[src/rtl/crm_seq_pkg.sv]
package crm_seq_pkg;

  typedef enum logic [2:0] {
    ST_IDLE   = 3'd0,
    ST_RES_DT = 3'd1,
    ST_CTRL   = 3'd2,
    ST_CS_DT  = 3'd3,
    ST_SR     = 3'd4,
    ST_SR_EXT = 3'd5,
    ST_SWAP   = 3'd6
  } crm_state_e;

  function automatic int unsigned max_u(int unsigned a, int unsigned b);
    return (a > b) ? a : b;
  endfunction

endpackage

[src/rtl/crm_zcd_sync.sv]
module crm_zcd_sync #(
  parameter int STAGES = 2
) (
  input  logic clk,
  input  logic rst_n,
  input  logic async_in,
  output logic sync_out
);

  logic [STAGES-1:0] stage_q;

  generate
    for (genvar i = 0; i < STAGES; i++) begin : g_stage
      if (i == 0) begin : g_first
        always_ff @(posedge clk or negedge rst_n) begin
          if (!rst_n) stage_q[0] <= 1'b0;
          else        stage_q[0] <= async_in;
        end
      end else begin : g_rest
        always_ff @(posedge clk or negedge rst_n) begin
          if (!rst_n) stage_q[i] <= 1'b0;
          else        stage_q[i] <= stage_q[i-1];
        end
      end
    end
  endgenerate

  assign sync_out = stage_q[STAGES-1];

endmodule

[src/rtl/crm_seq_fsm.sv]
module crm_seq_fsm
  import crm_seq_pkg::*;
#(
  parameter int TW    = 8,
  parameter int DEAD  = 4,
  parameter int BLANK = 6,
  parameter int TMO   = 64
) (
  input  logic          clk,
  input  logic          rst_n,
  input  logic          en,
  input  logic          line_pos,
  input  logic          zcd_s,
  input  logic [TW-1:0] ton_word,
  input  logic [TW-1:0] ext_word,
  output logic          ctrl_req,
  output logic          sr_req,
  output logic          run,
  output logic          pol,
  output logic          fault
);

  localparam int CW = max_u(TW, $clog2(TMO + 1)) + 1;
  localparam logic [CW-1:0] DEAD_LD  = CW'(DEAD - 1);
  localparam logic [CW-1:0] BLANK_LIM = CW'(BLANK - 1);
  localparam logic [CW-1:0] TMO_LIM  = CW'(TMO - 1);

  crm_state_e    st_q, st_n;
  logic [CW-1:0] cnt_q, cnt_n;
  logic          pol_q, pol_n;
  logic          flt_q, flt_n;
  logic [CW-1:0] ton_ld, ext_ld;
  logic          zc_ok;

  assign ton_ld = (ton_word == '0) ? '0 : CW'(ton_word) - CW'(1);
  assign ext_ld = CW'(ext_word) - CW'(1);
  assign zc_ok  = zcd_s && (cnt_q >= BLANK_LIM);

  always_comb begin
    st_n  = st_q;
    cnt_n = cnt_q;
    pol_n = pol_q;
    flt_n = 1'b0;
    if (!en) begin
      st_n  = ST_IDLE;
      cnt_n = '0;
    end else begin
      case (st_q)
        ST_IDLE: begin
          st_n  = ST_RES_DT;
          cnt_n = DEAD_LD;
          pol_n = line_pos;
        end
        ST_RES_DT: begin
          if (cnt_q == '0) begin
            if (line_pos != pol_q) begin
              st_n  = ST_SWAP;
              cnt_n = DEAD_LD;
            end else begin
              st_n  = ST_CTRL;
              cnt_n = ton_ld;
            end
          end else begin
            cnt_n = cnt_q - CW'(1);
          end
        end
        ST_SWAP: begin
          if (cnt_q == '0) begin
            st_n  = ST_CTRL;
            cnt_n = ton_ld;
            pol_n = line_pos;
          end else begin
            cnt_n = cnt_q - CW'(1);
          end
        end
        ST_CTRL: begin
          if (cnt_q == '0) begin
            st_n  = ST_CS_DT;
            cnt_n = DEAD_LD;
          end else begin
            cnt_n = cnt_q - CW'(1);
          end
        end
        ST_CS_DT: begin
          if (cnt_q == '0) begin
            st_n  = ST_SR;
            cnt_n = '0;
          end else begin
            cnt_n = cnt_q - CW'(1);
          end
        end
        ST_SR: begin
          if (zc_ok) begin
            if (ext_word == '0) begin
              st_n  = ST_RES_DT;
              cnt_n = DEAD_LD;
            end else begin
              st_n  = ST_SR_EXT;
              cnt_n = ext_ld;
            end
          end else if (cnt_q == TMO_LIM) begin
            st_n  = ST_RES_DT;
            cnt_n = DEAD_LD;
            flt_n = 1'b1;
          end else begin
            cnt_n = cnt_q + CW'(1);
          end
        end
        ST_SR_EXT: begin
          if (cnt_q == '0) begin
            st_n  = ST_RES_DT;
            cnt_n = DEAD_LD;
          end else begin
            cnt_n = cnt_q - CW'(1);
          end
        end
        default: begin
          st_n  = ST_IDLE;
          cnt_n = '0;
        end
      endcase
    end
  end

  always_ff @(posedge clk or negedge rst_n) begin
    if (!rst_n) begin
      st_q  <= ST_IDLE;
      cnt_q <= '0;
      pol_q <= 1'b0;
      flt_q <= 1'b0;
    end else begin
      st_q  <= st_n;
      cnt_q <= cnt_n;
      pol_q <= pol_n;
      flt_q <= flt_n;
    end
  end

  assign ctrl_req = (st_q == ST_CTRL);
  assign sr_req   = (st_q == ST_SR) || (st_q == ST_SR_EXT);
  assign run      = (st_q != ST_IDLE);
  assign pol      = pol_q;
  assign fault    = flt_q;

  // no exit from conduction while the blanking window is open
  a_r6_blank_hold: assert property (@(posedge clk) disable iff (!rst_n)
    (st_q == ST_SR && cnt_q < BLANK_LIM && en) |=> (st_q == ST_SR));

  // the fault pulse only follows rectifier conduction
  a_r7_fault_source: assert property (@(posedge clk) disable iff (!rst_n)
    flt_q |-> ($past(st_q) == ST_SR));

  // polarity register moves only out of the swap gap or on start-up
  a_r8_pol_swap: assert property (@(posedge clk) disable iff (!rst_n)
    (pol_q != $past(pol_q)) |-> ($past(st_q) == ST_SWAP || $past(st_q) == ST_IDLE));

  // a low enable sends the sequencer to idle on the next edge
  a_r9_idle_after_off: assert property (@(posedge clk) disable iff (!rst_n)
    !en |=> (st_q == ST_IDLE));

  // the control pulse is always entered from an all-off interval
  a_r3_ctrl_entry: assert property (@(posedge clk) disable iff (!rst_n)
    $rose(st_q == ST_CTRL) |-> ($past(st_q) == ST_RES_DT || $past(st_q) == ST_SWAP));

endmodule

[src/rtl/crm_role_map.sv]
module crm_role_map (
  input  logic en,
  input  logic run,
  input  logic pol,
  input  logic ctrl_req,
  input  logic sr_req,
  output logic gate_lo,
  output logic gate_hi,
  output logic line_a,
  output logic line_b
);

  logic act;

  assign act     = en && run;
  assign gate_lo = act && (pol ? ctrl_req : sr_req);
  assign gate_hi = act && (pol ? sr_req : ctrl_req);
  assign line_a  = act && pol;
  assign line_b  = act && !pol;

endmodule

[src/rtl/crm_gate_seq.sv]
module crm_gate_seq #(
  parameter int TW    = 8,
  parameter int DEAD  = 4,
  parameter int BLANK = 6,
  parameter int TMO   = 64,
  parameter int SYNC  = 2
) (
  input  logic          clk,
  input  logic          rst_n,
  input  logic          en,
  input  logic          line_pos,
  input  logic          zcd_raw,
  input  logic [TW-1:0] ton_word,
  input  logic [TW-1:0] ext_word,
  output logic          gate_lo,
  output logic          gate_hi,
  output logic          line_a,
  output logic          line_b,
  output logic          zcd_fault
);

  logic zcd_s, ctrl_req, sr_req, run, pol;

  crm_zcd_sync #(.STAGES(SYNC)) u_sync (
    .clk      (clk),
    .rst_n    (rst_n),
    .async_in (zcd_raw),
    .sync_out (zcd_s)
  );

  crm_seq_fsm #(.TW(TW), .DEAD(DEAD), .BLANK(BLANK), .TMO(TMO)) u_fsm (
    .clk      (clk),
    .rst_n    (rst_n),
    .en       (en),
    .line_pos (line_pos),
    .zcd_s    (zcd_s),
    .ton_word (ton_word),
    .ext_word (ext_word),
    .ctrl_req (ctrl_req),
    .sr_req   (sr_req),
    .run      (run),
    .pol      (pol),
    .fault    (zcd_fault)
  );

  crm_role_map u_map (
    .en       (en),
    .run      (run),
    .pol      (pol),
    .ctrl_req (ctrl_req),
    .sr_req   (sr_req),
    .gate_lo  (gate_lo),
    .gate_hi  (gate_hi),
    .line_a   (line_a),
    .line_b   (line_b)
  );

  // shoot-through never occurs at the pins
  a_r3_no_overlap: assert property (@(posedge clk) disable iff (!rst_n)
    !(gate_lo && gate_hi));

  // exactly one line switch is on whenever a fast gate is on
  a_r1_line_onehot: assert property (@(posedge clk) disable iff (!rst_n)
    (gate_lo || gate_hi) |-> (line_a != line_b));

  // timeout never coincides with a conducting rectifier
  a_r7_fault_gates_off: assert property (@(posedge clk) disable iff (!rst_n)
    zcd_fault |-> !(gate_lo || gate_hi));

endmodule

[config.mk]
export PLATFORM = sky130hd
export DESIGN_NAME = crm_gate_seq
export DESIGN_NICKNAME = d
export VERILOG_FILES = /design/src/rtl/crm_seq_pkg.sv /design/src/rtl/crm_zcd_sync.sv /design/src/rtl/crm_seq_fsm.sv /design/src/rtl/crm_role_map.sv /design/src/rtl/crm_gate_seq.sv
export SDC_FILE = /design/constraint.sdc
export NUM_CORES = 1
export LEC_CHECK = 0
export ABC_CLOCK_PERIOD_IN_PS = 2200
export CAP_MARGIN = 25
export CORE_ASPECT_RATIO = 0.9
export CORE_MARGIN = 4
export CORE_UTILIZATION = 45
export CTS_BUF_LIST = sky130_fd_sc_hd__clkbuf_2 sky130_fd_sc_hd__clkbuf_4 sky130_fd_sc_hd__clkbuf_8
export CTS_CLUSTER_SIZE = 8
export DETAILED_ROUTE_END_ITERATION = 8
export GPL_ROUTABILITY_DRIVEN = 1
export PLACE_DENSITY = 0.68
export SLEW_MARGIN = 20
export SYNTH_ARGS = -nofsm -noshare
export SYNTH_HDL_FRONTEND = slang
export SYNTH_SLANG_ARGS = --single-unit
[constraint.sdc]
create_clock -name clk -period 2.2 [get_ports clk]
set_input_delay 0.22 -clock clk [delete_from_list [all_inputs] [get_ports clk]]
set_output_delay 0.22 -clock clk [all_outputs]
set_load 0.01 [all_outputs]
Yosys cells after proc, flatten, opt, wreduce, memory -nomap -nowiden
Cells that the tools add are included.

Logic and storage cells: 73. Input bits: 21. Bits in registers: 16. Output and inout bits: 5.

Reduce and logical (&&, ||, !) cells: 17. Multiplexer cells: 30. Eq/ne operators: 15. Magnitude comparators: 1. Add/subtract/negate cells: 4.

Operators with widths (count): $mux W9 (10); $pmux W9 S6 (1); $mux W3 (10); $pmux W3 S7 (1); $sub A8 B1 Y9 const B (2); $logic_not A8 Y1 (2); $ne A3 B2 Y1 const B (4); $add A9 B1 Y9 const B (1); $eq A3 B3 Y1 const B (3); $eq A9 B6 Y1 const B (1); $ge A9 B3 Y1 const B (1); $logic_not A9 Y1 (1); $sub A9 B1 Y9 const B (1); $mux W1 (7); $eq A3 B2 Y1 const B (2); $logic_and A1 B1 Y1 (6); $reduce_and A6 Y1 (1); $ne A4 B2 Y1 const B (1); $eq A3 B1 Y1 const B (1); $logic_not A3 Y1 (1); $ne A3 B3 Y1 const B (1); $reduce_and A3 Y1 (1); $reduce_bool A3 Y1 (1); $ne A2 B1 Y1 const B (1); 6 further kinds (6).

Depth between registers and ports, before layout
Gate-level depths: netlist (run 1).

Depth after elaboration: 6. Depth in mapped cells: 8. Mapped depth without buffers: 7.

Cells and area by module
A second synthesis (run 1) with hierarchy kept.

Cells, all modules: 216. Area, all modules: 1741.7 um2.

By module, submodules not included: crm_seq_fsm (times used 1, area an instance 1649.1 um2, seq. area each 350.3 um2, cells an instance 207); crm_zcd_sync (times used 1, area an instance 50.0 um2, seq. area each 50.0 um2, cells an instance 2); crm_role_map (times used 1, area an instance 42.5 um2, seq. area each 0.0 um2, cells an instance 7).

Worst setup path after synthesis (run 1)
OpenSTA, ideal clock, no wires.

Kind: flip-flop to flip-flop. From: reg u_fsm.cnt_q[0]. To: reg u_fsm.cnt_q[6]. Buffers on the path: 0. Clock period less this slack: 2011 ps. Cell stages (with the launch flop): 6. Arrival: 1928 ps. Setup slack: 189 ps. Required time: 2117 ps. Setup time: 83 ps. Cells stage by stage: dfrtp_1 > ha_1 > o31a_1 > o41ai_4 > mux2_2 > o22ai_1.

Word-level cells in the longest chain between the ends: 5. Elaborated cells between the ends (all ways): 14. Classes of those cells: 2 x add/sub; 1 x order compare; 1 x eq/ne; 8 x mux; 2 x reduce/logical.

RTL lines: from (decl) (RTL line crm_seq_fsm.sv:29) `logic [CW-1:0] cnt_q, cnt_n;`; from (signal assigned) (RTL line crm_seq_fsm.sv:133) `cnt_q <= cnt_n;`; $add A9 B1 Y9 (tied with other cells) (RTL line crm_seq_fsm.sv:106) `cnt_n = cnt_q + CW'(1);`; $mux W9 or $logic_and A1 B1 Y1 (tied branches) (RTL line crm_seq_fsm.sv:101, crm_seq_fsm.sv:37); $mux W9 (RTL line crm_seq_fsm.sv:93) `if (zc_ok) begin`; $pmux W9 S6 * (RTL line crm_seq_fsm.sv:48) `case (st_q)`; $mux W9 * (RTL line crm_seq_fsm.sv:44) `if (!en) begin`; via u_fsm.cnt_n[6] (RTL line crm_seq_fsm.sv:29).

Mark *: on every way through the listed nets, which the timed path passes. The rest lies on a longest branch. A chain may end at the register's enable or synchronous reset.

Final worst setup path (run 1)
From: reg u_fsm.st_q[2]. To: out gate_hi.

Word-level cells in the longest chain between the ends: 4. Elaborated cells between the ends (all ways): 8. Classes of those cells: 3 x eq/ne; 1 x mux; 4 x reduce/logical.

RTL lines: from (decl) (RTL line crm_seq_fsm.sv:28) `crm_state_e st_q, st_n;`; from (signal assigned) (RTL line crm_seq_fsm.sv:132) `st_q <= st_n;`; $eq A3 B3 Y1 (RTL line crm_seq_fsm.sv:140) `assign sr_req = (st_q == ST_SR) || (st_q == ST_SR_EXT);`; $logic_or A1 B1 Y1 (RTL line crm_seq_fsm.sv:140); $mux W1 (RTL line crm_role_map.sv:17) `assign gate_hi = act && (pol ? sr_req : ctrl_req);`; $logic_and A1 B1 Y1 * (RTL line crm_role_map.sv:17); to (decl) (RTL line crm_gate_seq.sv:16) `output logic gate_hi,`.

Mark *: on every way between the ends. The rest lies on a longest branch, timed or not.

==> report_table.html, run 1 <==
<table>
<tr><th>Metric</th><th>Value</th></tr>
<tr><th colspan="2">Worst setup path</th></tr>
<tr><td>Crit path required time</td><td>1.98 ns</td></tr>
<tr><td>Crit-path max cell delay</td><td>0.54 ns</td></tr>
<tr><td>R2R Path End</td><td>u_fsm.cnt_q[0]$_DFF_PN0_</td></tr>
<tr><td>Category of the worst setup path launch point</td><td>register</td></tr>
<tr><td>Critical path start-end classification</td><td>reg -&gt; out</td></tr>
<tr><td>Number of cell instances on the worst register-to-register path</td><td>7</td></tr>
<tr><td>Largest fanout on the critical path</td><td>9</td></tr>
<tr><td>Critical path depth</td><td>5</td></tr>
<tr><td>Largest delay share family, worst path</td><td>buffers and inverters</td></tr>
<tr><td>Arr. time, crit path</td><td>1.86 ns</td></tr>
<tr><td>CP bufs+invs</td><td>2</td></tr>
<tr><td>Setup crit start</td><td>u_fsm.st_q[2]$_DFFE_PN0P_</td></tr>
<tr><td>Worst-path cell with the longest stage delay</td><td>sky130_fd_sc_hd__clkdlybuf4s50_1</td></tr>
<tr><td>Worst setup EP type</td><td>primary output</td></tr>
<tr><td>Critical-path cell list</td><td>inv_1 &gt; or3_1 &gt; o21ai_0 &gt; and2_1 &gt; clkdlybuf4s50_1</td></tr>
<tr><td>Flop-to-flop setup slack</td><td>0.13 ns</td></tr>
<tr><td>Startpoint of the lowest-slack register-to-register path</td><td>u_fsm.cnt_q[0]$_DFF_PN0_</td></tr>
<tr><td>Worst setup path end</td><td>gate_hi</td></tr>
<tr><th colspan="2">Placement</th></tr>
<tr><td>Cells after DPL</td><td>305</td></tr>
<tr><td>Placement-stage cell area</td><td>0.00220 mm²</td></tr>
<tr><td>HPWL after DPL</td><td>3.78 mm</td></tr>
<tr><td>Final GP Congestion</td><td>0.914</td></tr>
<tr><td>Port Buf Inserts</td><td>25</td></tr>
<tr><th colspan="2">STA</th></tr>
<tr><td>Max-Slew Margin vs Limit</td><td>67.3%</td></tr>
<tr><td>Setup violations, final</td><td>0</td></tr>
<tr><td>Peak clock frequency supported by timing</td><td>480 MHz</td></tr>
<tr><td>Setup repair after global routing missed its margin</td><td>false</td></tr>
<tr><td>Worst slack on hold paths</td><td>0.294 ns</td></tr>
<tr><td>Count of final hold-check violations</td><td>0</td></tr>
<tr><td>Fin crit share</td><td>94.7%</td></tr>
<tr><td>Post-layout minimum cycle time</td><td>2.08 ns</td></tr>
<tr><td>Pins over their slew limit</td><td>0</td></tr>
<tr><td>Maximum clock skew at final layout</td><td>0.00264 ns</td></tr>
<tr><td>Measured slew at the worst slew-check pin</td><td>0.478 ns</td></tr>
<tr><th colspan="2">Finish</th></tr>
<tr><td>Diodes inserted</td><td>0</td></tr>
<tr><td>Total number of nets in the final design</td><td>290</td></tr>
<tr><td>Fin cells</td><td>308</td></tr>
<tr><td>Fraction of final layout cells with drive strength greater than 1</td><td>17.9%</td></tr>
<tr><td>Area delta synth-&gt;final</td><td>30.0%</td></tr>
<tr><td>Final Instance Area</td><td>0.00225 mm²</td></tr>
<tr><th colspan="2">Pwr</th></tr>
<tr><td>Power Total</td><td>2.34 mW</td></tr>
<tr><td>Switching part of the total</td><td>47.2%</td></tr>
<tr><td>Largest vdd supply drop</td><td>0.479 mV</td></tr>
<tr><td>Internal power of the cells</td><td>1.24 mW</td></tr>
<tr><td>NetSw</td><td>1.11 mW</td></tr>
<tr><td>Clk pwr share</td><td>9.6%</td></tr>
<tr><td>Relative contribution of combinational cells to total power</td><td>67.4%</td></tr>
<tr><td>Fraction of power consumed by sequential logic</td><td>23.0%</td></tr>
<tr><td>Power density over the cells</td><td>1040 mW/mm²</td></tr>
<tr><td>Standby leakage power</td><td>0.924 nW</td></tr>
<tr><th colspan="2">Floorplanning</th></tr>
<tr><td>Floorplan die area</td><td>0.00490 mm²</td></tr>
<tr><td>Standard-cell row count</td><td>21</td></tr>
<tr><td>Starting density of the core</td><td>46.6%</td></tr>
<tr><td>Die X-Extent</td><td>73.3 µm</td></tr>
<tr><td>Std-Cell Core Area</td><td>0.00370 mm²</td></tr>
<tr><td>IO Pins</td><td>26</td></tr>
<tr><td>Die height</td><td>66.8 µm</td></tr>
<tr><th colspan="2">Synthesis</th></tr>
<tr><td>Synth top area share</td><td>23.2%</td></tr>
<tr><td>Avg Inst Size Synth</td><td>8.00 µm²</td></tr>
<tr><td>Post-synth EDFFs</td><td>0</td></tr>
<tr><td>Flip-flop cell with the highest count after synthesis</td><td>sky130_fd_sc_hd__dfrtp_1</td></tr>
<tr><td>Synthesized netlist net count</td><td>242</td></tr>
<tr><td>Top cell type by total area after synthesis</td><td>sky130_fd_sc_hd__dfrtp_1</td></tr>
<tr><td>Fraction of synthesis flops using an asynchronous set or reset pin</td><td>100%</td></tr>
<tr><td>Most common cell in the synthesized netlist</td><td>sky130_fd_sc_hd__nor2_1</td></tr>
<tr><td>Synth cell types</td><td>57</td></tr>
<tr><td>Synthesis warning total</td><td>0</td></tr>
<tr><td>Sequential share of the synthesized area</td><td>23.2%</td></tr>
<tr><td>Cell types with the highest counts after synthesis</td><td>sky130_fd_sc_hd__nor2_1 (18), sky130_fd_sc_hd__dfrtp_1 (16), sky130_fd_sc_hd__a21oi_1 (12), sky130_fd_sc_hd__inv_1 (12), sky130_fd_sc_hd__nand2_1 (12)</td></tr>
<tr><td>Post-synthesis instance total</td><td>216</td></tr>
<tr><td>Synthesis-stage register bit count</td><td>16</td></tr>
<tr><td>Biggest area contributors in the synthesized netlist</td><td>sky130_fd_sc_hd__dfrtp_1 (23%), sky130_fd_sc_hd__xnor2_1 (5.1%), sky130_fd_sc_hd__nor2_1 (3.9%), sky130_fd_sc_hd__ha_1 (3.6%), sky130_fd_sc_hd__a21oi_1 (3.5%)</td></tr>
<tr><td>Post-Syn Area</td><td>0.00173 mm²</td></tr>
<tr><th colspan="2">Routing</th></tr>
<tr><td>Post-route antenna net violation count</td><td>0</td></tr>
<tr><td>Initial DRC Count</td><td>120</td></tr>
<tr><td>1st-pass router iterations</td><td>4</td></tr>
<tr><td>Vias per cell</td><td>5.88</td></tr>
<tr><td>Total Routed Length</td><td>4.72 mm</td></tr>
<tr><td>Routed via count</td><td>1812</td></tr>
<tr><td>Wirelength per Cell</td><td>15.3 µm</td></tr>
<tr><td>Post-detailed-route DRC marker count</td><td>0</td></tr>
<tr><th colspan="2">GRT</th></tr>
<tr><td>Maximum number of pins on one net before global-route repair</td><td>17</td></tr>
<tr><td>Remaining global-route overflow</td><td>0</td></tr>
<tr><td>Initial antenna violation count</td><td>1</td></tr>
<tr><td>Total routing usage reported by global routing</td><td>20.8%</td></tr>
<tr><td>Number of global-route vias before repair</td><td>1684</td></tr>
<tr><td>Global-route wire length before repair</td><td>7.96 mm</td></tr>
<tr><th colspan="2">Clock network</th></tr>
<tr><td>CTS buffer count</td><td>3</td></tr>
<tr><td>CTS tree</td><td>built</td></tr>
<tr><td>TritonCTS Sinks</td><td>16</td></tr>
<tr><td>CTS root buf</td><td>sky130_fd_sc_hd__clkbuf_8</td></tr>
<tr><td>H-tree Lvls</td><td>1</td></tr>
<tr><td>Max clock buf depth</td><td>2</td></tr>
<tr><td>Clk Latency, worst-skew pair</td><td>0.25 ns</td></tr>
<tr><td>Post-CTS Setup Bufs</td><td>0</td></tr>
<tr><td>Number of hold buffers added after CTS</td><td>0</td></tr>
<tr><td>Clock Pin Slew Worst Setup and Hold Paths</td><td>0.06 ns</td></tr>
<tr><th colspan="2">Min path</th></tr>
<tr><td>Path category of the worst min-delay check</td><td>in -&gt; async</td></tr>
<tr><th colspan="2">Job</th></tr>
<tr><td>Max-cap violation count</td><td>0</td></tr>
<tr><th colspan="2">Run status</th></tr>
<tr><td>Outcome</td><td>completed</td></tr>
</table>
repair_timing:
item                                    CTS  global route
endpoints found under the setup margin    0             3
hold endpoints to repair                  0             0
resized for setup                         0             1
power by group through the flow:
stage	Combinational (mW)	Sequential, mW	Clock [mW]
6_report	1.58	0.539	0.225
5_1_grt	1.74	0.561	0.244
4_1_cts	1.56	0.533	0.231
3_5_place_dp	1.56	0.538	0
3_3_place_gp	1.56	0.537	0
2_1_floorplan	1.16	0.435	0
registers in the layout, summed over array words and instances, names as in the netlist:
| signal | count |
|---|---|
| u_fsm.pol | 1 |
| u_sync.stage_q | 1 |
| u_sync.sync_out | 1 |
| u_fsm.cnt_q | 9 |
| u_fsm.st_q | 3 |
| u_fsm.fault | 1 |
logic make-up after synthesis:
family	after synthesis	synth area share (%)
buf+inv	25	6.37
mux	9	5.43
fa+ha+maj	5	3.62
simple gates	85	28.6
compound gates	61	25.2
flops	16	23.2
xor+xnor	15	7.60
cell type report:
class	instances	area, µm²
inverter	12	45.0
clock buffer	3	41.3
multi-input combinational	175	1220
fill	328	1460
timing repair buffer	56	483
sequential	16	402
tap	46	57.6
routing by layer:
layer | wire length [µm] | GRT usage [%]
met1 | 2340 | 30.3
met2 | 1990 | 31.1
met3 | 330 | 4.98
met4 | 51 | 3.85
met5 | 12 | 0
layout by cell type, fill, tap and decap left out, drive strengths merged, types with 9 or more instances in the layout:
cell type | Yosys | final
nor2 | 18 | 18
a21oi | 12 | 12
dfrtp | 16 | 16
o21ai | 12 | 12
buf | 4 | 31
clkdlybuf4s50 | 0 | 25
xnor2 | 10 | 10
nor3 | 9 | 9
nand2 | 12 | 12
inv | 12 | 12
worst reg2reg max path, cell delays in order, from the launching register on:
cell	delay, ns
sky130_fd_sc_hd__dfrtp_1	0.42
sky130_fd_sc_hd__buf_4	0.18
sky130_fd_sc_hd__o31a_1	0.33
sky130_fd_sc_hd__o41ai_4	0.34
sky130_fd_sc_hd__buf_4	0.24
sky130_fd_sc_hd__a211oi_1	0.07
sky130_fd_sc_hd__a311oi_1	0.30
sky130_fd_sc_hd__a21o_1	0.13
worst min-delay path by stage:
stage                                     end  slack [ns]                        start
detailed placement  u_sync.sync_out$_DFF_PN0_        0.34  u_sync.stage_q[0]$_DFF_PN0_
CTS                     u_fsm.fault$_DFF_PN0_        0.31                        rst_n
global placement    u_sync.sync_out$_DFF_PN0_        0.34  u_sync.stage_q[0]$_DFF_PN0_
floorplan            u_fsm.cnt_q[0]$_DFF_PN0_       -0.08                        rst_n
finish               u_fsm.cnt_q[6]$_DFF_PN0_        0.29                        rst_n
global route            u_fsm.fault$_DFF_PN0_        0.33                        rst_n
stage by stage:
step                setup TNS, ns  setup WS [ns]  utilization [%]
finish                          0          0.116             60.6
global route                    0         0.0113             60.6
CTS                             0         0.0313             60.6
detailed placement         -0.132        -0.0756             59.5
global placement          -0.0188        -0.0161             59.5
floorplan                       0          0.189                -
Power figures use the tool's default switching activity.
==> run 2, diff against run 1 <==
HOLD_SLACK_MARGIN = 0.08   (was default)
==> results of run 2 <==
No change in the layout: final DEF, timing and power equal those of run 1.
==> run 3, diff against run 2 <==
CTS_CLUSTER_SIZE = 28   (was 8)
PLACE_DENSITY = default   (was 0.68)
PLACE_DENSITY_LB_ADDON = 0.08   (was default)
==> report_table.html, run 3 (synthesis gave the netlist of run 1 again) <==
<table>
<tr><th>Metric</th><th>Value</th></tr>
<tr><th colspan="2">Run status</th></tr>
<tr><td>Outcome</td><td>completed</td></tr>
<tr><th colspan="2">Job</th></tr>
<tr><td>Max-cap violation count</td><td>0 (unchanged)</td></tr>
<tr><th colspan="2">Clock network</th></tr>
<tr><td>Number of hold buffers added after CTS</td><td>0 (unchanged)</td></tr>
<tr><td>CTS buffer count</td><td>3 (unchanged)</td></tr>
<tr><td>Max clock buf depth</td><td>2 (unchanged)</td></tr>
<tr><td>TritonCTS Sinks</td><td>16 (unchanged)</td></tr>
<tr><td>Clk Latency, worst-skew pair</td><td>0.25 ns (about the same)</td></tr>
<tr><td>Clock Pin Slew Worst Setup and Hold Paths</td><td>0.06 ns (about the same)</td></tr>
<tr><td>CTS tree</td><td>built</td></tr>
<tr><td>CTS root buf</td><td>sky130_fd_sc_hd__clkbuf_8</td></tr>
<tr><td>H-tree Lvls</td><td>1 (unchanged)</td></tr>
<tr><th colspan="2">STA</th></tr>
<tr><td>Measured slew at the worst slew-check pin</td><td>0.713 ns (+0.235 ns)</td></tr>
<tr><td>Fin crit share</td><td>94.7% (about the same)</td></tr>
<tr><td>Setup repair after global routing missed its margin</td><td>false</td></tr>
<tr><td>Setup violations, final</td><td>0 (unchanged)</td></tr>
<tr><td>Worst slack on hold paths</td><td>0.354 ns (+0.0599 ns)</td></tr>
<tr><td>Total negative slack for setup checks</td><td>0 ns (unchanged)</td></tr>
<tr><td>Pins over their slew limit</td><td>0 (unchanged)</td></tr>
<tr><td>Maximum clock skew at final layout</td><td>0.00142 ns (-0.00121 ns)</td></tr>
<tr><td>Count of final hold-check violations</td><td>0 (unchanged)</td></tr>
<tr><td>Post-layout minimum cycle time</td><td>2.08 ns (-0.000843 ns)</td></tr>
<tr><td>Peak clock frequency supported by timing</td><td>480 MHz (about the same)</td></tr>
<tr><td>Max-Slew Margin vs Limit</td><td>52.3% (-15 points)</td></tr>
<tr><th colspan="2">Placement</th></tr>
<tr><td>Port Buf Inserts</td><td>25 (unchanged)</td></tr>
<tr><td>Final GP Congestion</td><td>0.962 (+5.2%)</td></tr>
<tr><td>HPWL after DPL</td><td>4.07 mm (+7.6%)</td></tr>
<tr><th colspan="2">Pwr</th></tr>
<tr><td>Standby leakage power</td><td>0.950 nW (+2.8%)</td></tr>
<tr><td>Clk pwr share</td><td>10.5% (+0.9 points)</td></tr>
<tr><td>Relative contribution of combinational cells to total power</td><td>68.0% (+0.6 points)</td></tr>
<tr><td>Fraction of power consumed by sequential logic</td><td>21.5% (-1.5 points)</td></tr>
<tr><td>Switching part of the total</td><td>46.2% (-0.94 points)</td></tr>
<tr><td>Internal power of the cells</td><td>1.36 mW (+10%)</td></tr>
<tr><td>NetSw</td><td>1.17 mW (+6.0%)</td></tr>
<tr><td>Power density over the cells</td><td>1100 mW/mm² (+5.4%)</td></tr>
<tr><td>Largest vdd supply drop</td><td>0.501 mV (+4.4%)</td></tr>
<tr><td>Power Total</td><td>2.53 mW (+8.2%)</td></tr>
<tr><th colspan="2">GRT</th></tr>
<tr><td>Initial antenna violation count</td><td>0 (-1)</td></tr>
<tr><td>Number of global-route vias before repair</td><td>1849 (+9.8%)</td></tr>
<tr><td>Global-route wire length before repair</td><td>8.63 mm (+8.4%)</td></tr>
<tr><td>Total routing usage reported by global routing</td><td>22.5% (+1.7 points)</td></tr>
<tr><td>Maximum number of pins on one net before global-route repair</td><td>19 (+2)</td></tr>
<tr><td>Remaining global-route overflow</td><td>0 (unchanged)</td></tr>
<tr><th colspan="2">Routing</th></tr>
<tr><td>Routed via count</td><td>1836 (+1.3%)</td></tr>
<tr><td>Length of routed met2 wiring</td><td>2.32 mm (+16%)</td></tr>
<tr><td>Wirelength per Cell</td><td>16.1 µm (+5.2%)</td></tr>
<tr><td>Wire length the detailed router placed on met1</td><td>2.34 mm (+0.39%)</td></tr>
<tr><td>Met3 wire length</td><td>244 µm (-26%)</td></tr>
<tr><td>Total Routed Length</td><td>5.02 mm (+6.2%)</td></tr>
<tr><td>Max layer used</td><td>met4</td></tr>
<tr><td>1st-pass router iterations</td><td>4 (unchanged)</td></tr>
<tr><td>Vias per cell</td><td>5.90 (+0.35%)</td></tr>
<tr><td>Post-detailed-route DRC marker count</td><td>0 (unchanged)</td></tr>
<tr><td>Initial DRC Count</td><td>95 (-21%)</td></tr>
<tr><td>Post-route antenna net violation count</td><td>0 (unchanged)</td></tr>
<tr><th colspan="2">Finish</th></tr>
<tr><td>Multi-input gate area in the final layout</td><td>0.00123 mm² (+1.2%)</td></tr>
<tr><td>Area delta synth-&gt;final</td><td>33.4%</td></tr>
<tr><td># fillers</td><td>326 (-0.61%)</td></tr>
<tr><td>Largest reg by FF count</td><td>u_fsm.cnt_q</td></tr>
<tr><td>Diodes inserted</td><td>0 (unchanged)</td></tr>
<tr><td>Footprint of the flip-flops and latches</td><td>404 µm² (+0.62%)</td></tr>
<tr><td>Largest register FFs</td><td>9 (unchanged)</td></tr>
<tr><td>Top flop regs</td><td>u_fsm.cnt_q (9), u_fsm.st_q (3)</td></tr>
<tr><td>Most common library cell in the layout ignoring fill and taps</td><td>sky130_fd_sc_hd__buf_4</td></tr>
<tr><td>Total number of nets in the final design</td><td>292 (+0.69%)</td></tr>
<tr><td>Commonest cells after routing, fill and taps aside</td><td>sky130_fd_sc_hd__buf_4 (32), sky130_fd_sc_hd__clkdlybuf4s50_1 (25), sky130_fd_sc_hd__nor2_1 (18)</td></tr>
<tr><td>Fraction of final layout cells with drive strength greater than 1</td><td>20.8% (+2.8 points)</td></tr>
<tr><th colspan="2">Floorplanning</th></tr>
<tr><td>Floorplan die area</td><td>0.00490 mm² (unchanged)</td></tr>
<tr><td>Die X-Extent</td><td>73.3 µm (unchanged)</td></tr>
<tr><td>Starting density of the core</td><td>46.6% (unchanged)</td></tr>
<tr><td>Std-Cell Core Area</td><td>0.00370 mm² (unchanged)</td></tr>
<tr><td>IO Pins</td><td>26 (unchanged)</td></tr>
<tr><td>Standard-cell row count</td><td>21 (unchanged)</td></tr>
<tr><td>Die height</td><td>66.8 µm (unchanged)</td></tr>
<tr><th colspan="2">Worst setup path</th></tr>
<tr><td>Critical-path cell list</td><td>ha_1 &gt; o31a_1 &gt; o41ai_4 &gt; buf_12 &gt; mux2_2 &gt; o22ai_1</td></tr>
<tr><td>Worst setup EP type</td><td>register</td></tr>
<tr><td>Crit-path max cell delay</td><td>0.46 ns (-0.08 ns)</td></tr>
<tr><td>Worst-path cell with the longest stage delay</td><td>sky130_fd_sc_hd__dfrtp_2</td></tr>
<tr><td>CP bufs+invs</td><td>1 (-1)</td></tr>
<tr><td>Crit path required time</td><td>2.37 ns (+0.39 ns)</td></tr>
<tr><td>Category of the worst setup path launch point</td><td>register</td></tr>
<tr><td>Largest fanout on the critical path</td><td>18 (+9)</td></tr>
<tr><td>Critical path start-end classification</td><td>reg -&gt; reg</td></tr>
<tr><td>Largest delay share family, worst path</td><td>compound AO/OA/AOI/OAI gates</td></tr>
<tr><td>Arr. time, crit path</td><td>2.26 ns (+0.40 ns)</td></tr>
<tr><th colspan="2">Min path</th></tr>
<tr><td>Path category of the worst min-delay check</td><td>reg -&gt; reg</td></tr>
</table>
==> run 3: cell type report <==
class                           count  area share [%]
Multi-Input combinational cell    175            53.5
Timing Repair Buffer               58            22.1
Sequential cell                    16            17.5
Tap cell                           46            2.50
Clock buffer                        4            2.39
Inverter                           12            1.95
==> run 3: repair_timing <==
| action | in CTS | in global routing |
|---|---|---|
| hold endpoints to repair | 0 | 0 |
| gates cloned | 0 | 0 |
| setup endpoints to repair | 1 | 4 |
| gates resized for setup | 1 | 6 |
| buffers inserted | 0 | 2 |
==> run 3: final timing paths <==
check | cells after the start | to | start | slack (ns)
max | 6 | u_fsm.cnt_q[6]$_DFF_PN0_ | u_fsm.cnt_q[0]$_DFF_PN0_ | 0.12
min | 0 | u_sync.sync_out$_DFF_PN0_ | u_sync.stage_q[0]$_DFF_PN0_ | 0.35
max reg2reg | 6 | u_fsm.cnt_q[6]$_DFF_PN0_ | u_fsm.cnt_q[0]$_DFF_PN0_ | 0.12
min reg2reg | 0 | u_sync.sync_out$_DFF_PN0_ | u_sync.stage_q[0]$_DFF_PN0_ | 0.35
max in group asynchronous | 1 | u_fsm.cnt_q[0]$_DFF_PN0_ | rst_n | 1.31
min in group asynchronous | 1 | u_sync.stage_q[0]$_DFF_PN0_ | rst_n | 0.39
==> run 3: metrics by stage <==
step / std cells / area [µm²] / worst slack (ns) / utilization (%)
2_1_floorplan: 216 / 1730 / 0.189 / -
3_3_place_gp: 305 / 2220 / 0.000952 / 59.8
3_5_place_dp: 305 / 2220 / -0.110 / 59.8
4_1_cts: 309 / 2270 / 0.0572 / 61.3
5_1_grt: 311 / 2300 / 0.00550 / 62.2
6_report: 311 / 2300 / 0.117 / 62.2
==> run 3: per-layer routing <==
layer	GRT usage, %	vias to the layer above
met3	3.02	9
met2	35.3	48
li1	-	909
met1	31.2	870
met4	8.60	0
met5	0	-
==> run 3: power by group through the flow <==
stage | logic (mW) | clock network (mW) | registers [mW]
after global placement | 1.62 | 0 | 0.540
after detailed placement | 1.64 | 0 | 0.546
after CTS | 1.65 | 0.271 | 0.542
after floorplan | 1.16 | 0 | 0.435
final | 1.72 | 0.265 | 0.546
after global routing | 1.88 | 0.282 | 0.569
